### config.mk
export PLATFORM = sky130hd
export DESIGN_NAME = sdstream_bridge
export DESIGN_NICKNAME = d
export VERILOG_FILES = /design/src/rtl/sdsb_pkg.sv /design/src/rtl/sdsb_fifo.sv /design/src/rtl/sdsb_framer.sv /design/src/rtl/sdstream_bridge.sv
export SDC_FILE = /design/constraint.sdc
export NUM_CORES = 2
export LEC_CHECK = 0
export BUFFER_PORTS_ARGS = -buffer_cell sky130_fd_sc_hd__buf_2
export CORE_MARGIN = 3
export CORE_UTILIZATION = 35
export DETAILED_ROUTE_END_ITERATION = 12
export SLEW_MARGIN = 10
export SYNTH_ARGS = -nofsm -noshare
export SYNTH_HDL_FRONTEND = slang
export SYNTH_HIERARCHICAL = 1
export SYNTH_SLANG_ARGS = --single-unit
export TNS_END_PERCENT = 50
### constraint.sdc
create_clock -name clk -period 4.8 [get_ports clk]
set_input_delay 0.24 -clock clk [delete_from_list [all_inputs] [get_ports clk]]
set_output_delay 0.24 -clock clk [all_outputs]
set_load 0.02 [all_outputs]
### src/rtl/sdsb_pkg.sv
package sdsb_pkg;

  typedef enum logic {
    DIR_CARD_RD = 1'b0,
    DIR_CARD_WR = 1'b1
  } sdsb_dir_e;

  // Total number of words in a transfer of the given block count.
  function automatic int unsigned sdsb_total_beats(input int unsigned blocks,
                                                   input int unsigned beats_per_blk);
    return blocks * beats_per_blk;
  endfunction

  // Index of the beat that closes a block.
  function automatic int unsigned sdsb_last_index(input int unsigned beats_per_blk);
    return beats_per_blk - 1;
  endfunction

endpackage

### src/rtl/sdsb_fifo.sv
module sdsb_fifo #(
  parameter int DW    = 32,
  parameter int DEPTH = 128
) (
  input  logic          clk,
  input  logic          rst_n,
  input  logic          flush,
  input  logic          push,
  input  logic [DW-1:0] din,
  input  logic          pop,
  output logic [DW-1:0] dout,
  output logic          full,
  output logic          empty
);
  localparam int PW = (DEPTH > 1) ? $clog2(DEPTH) : 1;
  localparam int CW = PW + 1;
  localparam logic [PW-1:0] LAST_SLOT = PW'(DEPTH - 1);

  logic [DW-1:0] mem [DEPTH];
  logic [PW-1:0] wr_ptr, rd_ptr;
  logic [CW-1:0] fill;

  function automatic logic [PW-1:0] ptr_next(input logic [PW-1:0] p);
    return (p == LAST_SLOT) ? '0 : p + 1'b1;
  endfunction

  assign full  = (fill == CW'(DEPTH));
  assign empty = (fill == '0);
  assign dout  = mem[rd_ptr];

  always_ff @(posedge clk) begin
    if (push) mem[wr_ptr] <= din;
  end

  always_ff @(posedge clk or negedge rst_n) begin
    if (!rst_n) begin
      wr_ptr <= '0;
      rd_ptr <= '0;
      fill   <= '0;
    end else if (flush) begin
      wr_ptr <= '0;
      rd_ptr <= '0;
      fill   <= '0;
    end else begin
      if (push) wr_ptr <= ptr_next(wr_ptr);
      if (pop)  rd_ptr <= ptr_next(rd_ptr);
      case ({push, pop})
        2'b10:   fill <= fill + 1'b1;
        2'b01:   fill <= fill - 1'b1;
        default: fill <= fill;
      endcase
    end
  end

  p_no_overflow_r11: assert property (@(posedge clk) disable iff (!rst_n || flush)
    push |-> !full);
  p_no_underflow_r11: assert property (@(posedge clk) disable iff (!rst_n || flush)
    pop |-> !empty);

endmodule

### src/rtl/sdsb_framer.sv
module sdsb_framer #(
  parameter int BLK_BEATS = 128,
  parameter int BCW       = 16
) (
  input  logic           clk,
  input  logic           rst_n,
  input  logic           clr,
  input  logic           load,
  input  logic [BCW-1:0] blocks,
  input  logic           step,
  output logic           active,
  output logic           last_beat,
  output logic           final_beat
);
  localparam int BW = (BLK_BEATS > 1) ? $clog2(BLK_BEATS) : 1;
  localparam logic [BW-1:0] LAST_IDX = BW'(sdsb_pkg::sdsb_last_index(BLK_BEATS));

  logic [BW-1:0]  beat;
  logic [BCW-1:0] left;

  assign active     = (left != '0);
  assign last_beat  = (beat == LAST_IDX);
  assign final_beat = last_beat && (left == BCW'(1));

  always_ff @(posedge clk or negedge rst_n) begin
    if (!rst_n) begin
      beat <= '0;
      left <= '0;
    end else if (clr) begin
      beat <= '0;
      left <= '0;
    end else if (load) begin
      beat <= '0;
      left <= blocks;
    end else if (step && active) begin
      if (last_beat) begin
        beat <= '0;
        left <= left - 1'b1;
      end else begin
        beat <= beat + 1'b1;
      end
    end
  end

  p_beat_range_r4: assert property (@(posedge clk) disable iff (!rst_n)
    beat <= LAST_IDX);
  p_block_wrap_r4: assert property (@(posedge clk) disable iff (!rst_n || clr || load)
    (step && active && last_beat) |=> (beat == '0));
  p_idle_step_r5: assert property (@(posedge clk) disable iff (!rst_n || clr || load)
    (!active) |=> (!active));

endmodule

### src/rtl/sdstream_bridge.sv
module sdstream_bridge #(
  parameter int DW         = 32,
  parameter int AW         = 32,
  parameter int BLK_BEATS  = 128,
  parameter int FIFO_DEPTH = 128,
  parameter int BCW        = 16
) (
  input  logic           clk,
  input  logic           rst_n,
  input  logic           soft_rst,
  input  logic [AW-1:0]  cfg_dma_addr,
  input  logic           cmd_start,
  input  logic           cmd_dir,
  input  logic [BCW-1:0] cmd_blocks,
  input  logic           xfer_abort,
  input  logic           card_rd_valid,
  output logic           card_rd_ready,
  input  logic [DW-1:0]  card_rd_data,
  output logic           card_wr_valid,
  input  logic           card_wr_ready,
  output logic [DW-1:0]  card_wr_data,
  output logic           m_axis_tvalid,
  input  logic           m_axis_tready,
  output logic [DW-1:0]  m_axis_tdata,
  output logic           m_axis_tlast,
  input  logic           s_axis_tvalid,
  output logic           s_axis_tready,
  input  logic [DW-1:0]  s_axis_tdata,
  output logic           busy,
  output logic           done,
  output logic           err
);
  import sdsb_pkg::*;

  localparam logic [AW-1:0] SENTINEL = '1;

  logic      busy_q, done_q, err_q;
  sdsb_dir_e dir_q;

  // Named internal events
  logic          stream_sel, start_ok, abort_ev, finish_ev;
  logic          push, pop, flush, framer_clr;
  logic          fifo_full, fifo_empty;
  logic [DW-1:0] fifo_din, fifo_dout;
  logic          in_active, in_last, in_final;
  logic          out_active, out_last, out_final;
  logic          rd_mode, wr_mode;

  assign stream_sel = (cfg_dma_addr == SENTINEL);
  assign start_ok   = cmd_start && !busy_q && stream_sel && (cmd_blocks != '0) && !soft_rst;
  assign abort_ev   = xfer_abort && busy_q && !soft_rst;
  assign framer_clr = soft_rst || abort_ev;
  assign flush      = framer_clr || start_ok;

  assign rd_mode = busy_q && (dir_q == DIR_CARD_RD);
  assign wr_mode = busy_q && (dir_q == DIR_CARD_WR);

  // Intake side
  assign card_rd_ready = rd_mode && !fifo_full && in_active;
  assign s_axis_tready = wr_mode && !fifo_full && in_active;
  assign fifo_din      = wr_mode ? s_axis_tdata : card_rd_data;
  assign push          = (card_rd_valid && card_rd_ready) || (s_axis_tvalid && s_axis_tready);

  // Delivery side
  assign m_axis_tvalid = rd_mode && !fifo_empty;
  assign m_axis_tdata  = fifo_dout;
  assign m_axis_tlast  = out_last;
  assign card_wr_valid = wr_mode && !fifo_empty;
  assign card_wr_data  = fifo_dout;
  assign pop           = (m_axis_tvalid && m_axis_tready) || (card_wr_valid && card_wr_ready);

  assign finish_ev = pop && out_final;

  assign busy = busy_q;
  assign done = done_q;
  assign err  = err_q;

  sdsb_fifo #(.DW(DW), .DEPTH(FIFO_DEPTH)) u_fifo (
    .clk   (clk),
    .rst_n (rst_n),
    .flush (flush),
    .push  (push),
    .din   (fifo_din),
    .pop   (pop),
    .dout  (fifo_dout),
    .full  (fifo_full),
    .empty (fifo_empty)
  );

  sdsb_framer #(.BLK_BEATS(BLK_BEATS), .BCW(BCW)) u_in_frm (
    .clk        (clk),
    .rst_n      (rst_n),
    .clr        (framer_clr),
    .load       (start_ok),
    .blocks     (cmd_blocks),
    .step       (push),
    .active     (in_active),
    .last_beat  (in_last),
    .final_beat (in_final)
  );

  sdsb_framer #(.BLK_BEATS(BLK_BEATS), .BCW(BCW)) u_out_frm (
    .clk        (clk),
    .rst_n      (rst_n),
    .clr        (framer_clr),
    .load       (start_ok),
    .blocks     (cmd_blocks),
    .step       (pop),
    .active     (out_active),
    .last_beat  (out_last),
    .final_beat (out_final)
  );

  always_ff @(posedge clk or negedge rst_n) begin
    if (!rst_n) begin
      busy_q <= 1'b0;
      done_q <= 1'b0;
      err_q  <= 1'b0;
      dir_q  <= DIR_CARD_RD;
    end else if (soft_rst) begin
      busy_q <= 1'b0;
      done_q <= 1'b0;
      err_q  <= 1'b0;
      dir_q  <= DIR_CARD_RD;
    end else begin
      done_q <= 1'b0;
      if (start_ok) begin
        busy_q <= 1'b1;
        err_q  <= 1'b0;
        dir_q  <= sdsb_dir_e'(cmd_dir);
      end else if (abort_ev) begin
        busy_q <= 1'b0;
        err_q  <= 1'b1;
      end else if (finish_ev) begin
        busy_q <= 1'b0;
        done_q <= 1'b1;
      end
    end
  end

  // Guards
  p_idle_quiet_r1: assert property (@(posedge clk) disable iff (!rst_n)
    !busy_q |-> !(card_rd_ready || s_axis_tready || m_axis_tvalid || card_wr_valid));
  p_one_path_r2: assert property (@(posedge clk) disable iff (!rst_n)
    !(m_axis_tvalid && card_wr_valid) && !(card_rd_ready && s_axis_tready));
  p_hold_offer_r6: assert property (@(posedge clk) disable iff (!rst_n || soft_rst || xfer_abort)
    (m_axis_tvalid && !m_axis_tready) |=>
      (m_axis_tvalid && $stable(m_axis_tdata) && $stable(m_axis_tlast)));
  p_done_pulse_r7: assert property (@(posedge clk) disable iff (!rst_n)
    done_q |=> !done_q);
  p_done_idle_r7: assert property (@(posedge clk) disable iff (!rst_n)
    done_q |-> !busy_q);
  p_abort_err_r8: assert property (@(posedge clk) disable iff (!rst_n || soft_rst)
    abort_ev |=> (err_q && !busy_q && !m_axis_tvalid));
  p_soft_clear_r9: assert property (@(posedge clk) disable iff (!rst_n)
    soft_rst |=> (!err_q && !busy_q));
  p_busy_start_r10: assert property (@(posedge clk) disable iff (!rst_n || soft_rst)
    (busy_q && !abort_ev && !finish_ev) |=> (busy_q && $stable(dir_q)));

endmodule

==> results_dict.tcl <==
set metrics [dict create \
    outcome "complete, but fails checks" \
    violations "negative setup slack" \
    nets 8337 \
    startpoint_type "flop" \
    p_seq_share_pct 54.0 \
    syn-cell-area_um2 163000 \
    syn_area_per_cell_um2 21.6 \
    cap_violations 0 \
    rsz0062_at_grt "true" \
    wirelength_mm 488 \
    syn-num-nets 7657 \
    finalSetupViolCount 2 \
    vias 85269 \
    cp.required_ns 4.56 \
    fill_cells 39783 \
    cts_htree_levels 5 \
    power_density_nw_per_um2 390 \
    core_area_um2 461000 \
    rr_endpoint "u_fifo/fill[5]" \
    antenna_found_initial 41 \
    worstMarginPinSlew_ns 1.20 \
    timing.reg2reg.setup_slack_ns 0.58 \
    drv_slew 0 \
    crit_arrival_ns 4.58 \
    cts_made_buffers 425 \
    io_buffers 193 \
    initial_core_util_pct 35.2 \
    min_from "s_axis_tvalid" \
    path_cells "buf_4 -> buf_12 -> buf_16 -> buf_6 -> mux4_2 -> a221oi_1 -> o21ai_0 -> a21oi_1 -> a32oi_1 -> buf_2" \
    net-switching-power_w 0.0146 \
    seq_area_um2 125000 \
    multi_input_area_um2 36500 \
    grt_pass1_vias 84283 \
    p_leak_nw 58.3 \
    vdd_drop_max_mv 0.370 \
    gp_congestion 0.850 \
    drc_errors 0 \
    clkPwrFrac_pct 44.8 \
    path_max_fanout 19 \
    post_drt_wl_per_cell_um 33.1 \
    synth_cells 7524 \
    final_hold_viol_count 0 \
    timing.final.crit_share_pct 100 \
    comb_power_share_pct 1.1 \
    critPathKind "flop to primary output" \
    holdPathEnd "u_fifo/wr_ptr[1]" \
    min_period_ns 4.82 \
    relSlewSlack_pct 20.0 \
    die_h_um 687 \
    clock_skew_ns 0.0501 \
    antenna_left 0 \
    die-area_um2 473000 \
    whs_path_depth 5 \
    clk_latency_ns 0.98 \
    post_drt_via_cell_ratio 5.79 \
    cpPeakStageDelay_ns 0.55 \
    cts.sinks 4168 \
    drt_iter0_drc 12428 \
    cts_max_path_buffers 4 \
    hp-class "primary input to flop" \
    grt_overflow 0 \
    dieWidth_um 687 \
    fmax_ghz 0.208 \
    dp_cells 13865 \
    slowest_stage "mux4_2" \
    p_sw_share_pct 19.8 \
    grt_pass1_wl_mm 674 \
    rows 249 \
    cts_tree "built" \
    r2r_start "u_in_frm/left[10]" \
    internal-power_w 0.0593 \
    grt_max_degree 129 \
    final.setup.worst_slack_ns -0.0182 \
    setup_tns_ns -0.0356 \
    dr.pass1.iters 6 \
    dp_hpwl_mm 273 \
    clk_pin_slew_worst_paths_ns 0.06 \
    layout.cells.non_filler 14720 \
    cp-end-kind "primary output" \
    root_buffer "clkbuf_16" \
    layout-drive-gt1-share_pct 29.9 \
    synth_warnings 6 \
    ios 194 \
    total_power_w 0.0739 \
    reg2regPathDepth 14 \
    syn_to_final_growth_pct 16.7 \
    grt_util_all_layers_pct 20.2 \
]
[power groups by stage]
stage                     clock network [W]  registers, W  logic [W]
after floorplan                           0        0.0407   0.000293
after global placement                    0        0.0407   0.000776
after detailed placement                  0        0.0407   0.000834
after CTS                            0.0335        0.0399   0.000850
after global routing                 0.0351        0.0399   0.000898
final                                0.0331        0.0400   0.000848
[per-layer routing]
metal	up-vias	global-route usage [%]	wire length, um
li1	33158	-	-
met5	-	0	54
met1	46070	28.1	190000
met3	844	3.90	50600
met4	8	6.09	16400
met2	5189	32.3	231000
[critical path: cells and delay by family (launching register included)]
family / cells / cell delay, ns
compound gates: 4 / 1.36
mux: 1 / 0.55
flops: 1 / 0.42
buf+inv: 5 / 1.21
[worst max-delay path by stage]
stage	startpoint	to	cells past startpoint
floorplan	u_in_frm/left[0]	u_fifo/mem[82][0]	10
global placement	u_fifo/rd_ptr[1]	card_wr_data[19]	10
detailed placement	u_fifo/rd_ptr[0]	m_axis_tdata[16]	10
CTS	u_fifo/rd_ptr[0]	m_axis_tdata[27]	8
global route	u_fifo/rd_ptr[0]	card_wr_data[21]	10
finish	u_fifo/rd_ptr[0]	m_axis_tdata[21]	10
[what timing repair did]
item | CTS | global route
pin swaps | 5 | 1
hold endpoints to repair | 108 | 0
endpoints found under the setup margin | 64 | 54
resized for setup | 74 | 42
setup buffers | 12 | 7
gates cloned | 11 | 2
hold buffers | 29 | 0
[flip-flops by register name, indices dropped and copies added (netlist names)]
name / count
u_fifo/mem: 4096
u_in_frm/left: 16
u_out_frm/left: 16
u_fifo/fill: 8
u_fifo/rd_ptr: 7
u_fifo/wr_ptr: 7
u_in_frm/beat: 7
u_out_frm/beat: 7
busy: 1
dir_q: 1
done: 1
err: 1
[placed cells by master (no fill, tap or decap), types with 65 or more instances in the layout]
cell / instances
a21oi_1: 146
buf_12: 72
buf_2: 191
buf_4: 375
clkbuf_1: 80
clkbuf_16: 438
clkinv_1: 86
clkinv_2: 93
dfrtp_1: 65
edfxtp_1: 4096
mux2i_1: 419
mux4_2: 972
nand2_1: 243
nor2_1: 94
nor2_4: 121
o21ai_0: 107
o221ai_1: 89
[final cells by class]
cell class	count	area share [%]
clock inverters	263	1.41
clock buffers	519	5.93
multi-input cells	2861	19.2
well taps	6149	4.06
flip-flops and latches	4168	65.8
inverters	35	0.0759
diodes	12	0.0158
repair buffers	713	3.46
[metrics by stage]
step | hold slack [ns] | instance area [um2] | util [%] | setup WS [ns]
after detailed placement | 0.269 | 174000 | 37.8 | -0.0309
after floorplan | -0.0556 | 163000 | - | -0.223
after CTS | 0.0105 | 189000 | 41.1 | -0.0895
after global placement | 0.260 | 174000 | 37.8 | -0.761
final | 0.0747 | 190000 | 41.1 | -0.0182
after global routing | 0.0599 | 190000 | 41.1 | -0.0897
Note: power is estimated with default switching activity, not from simulation.
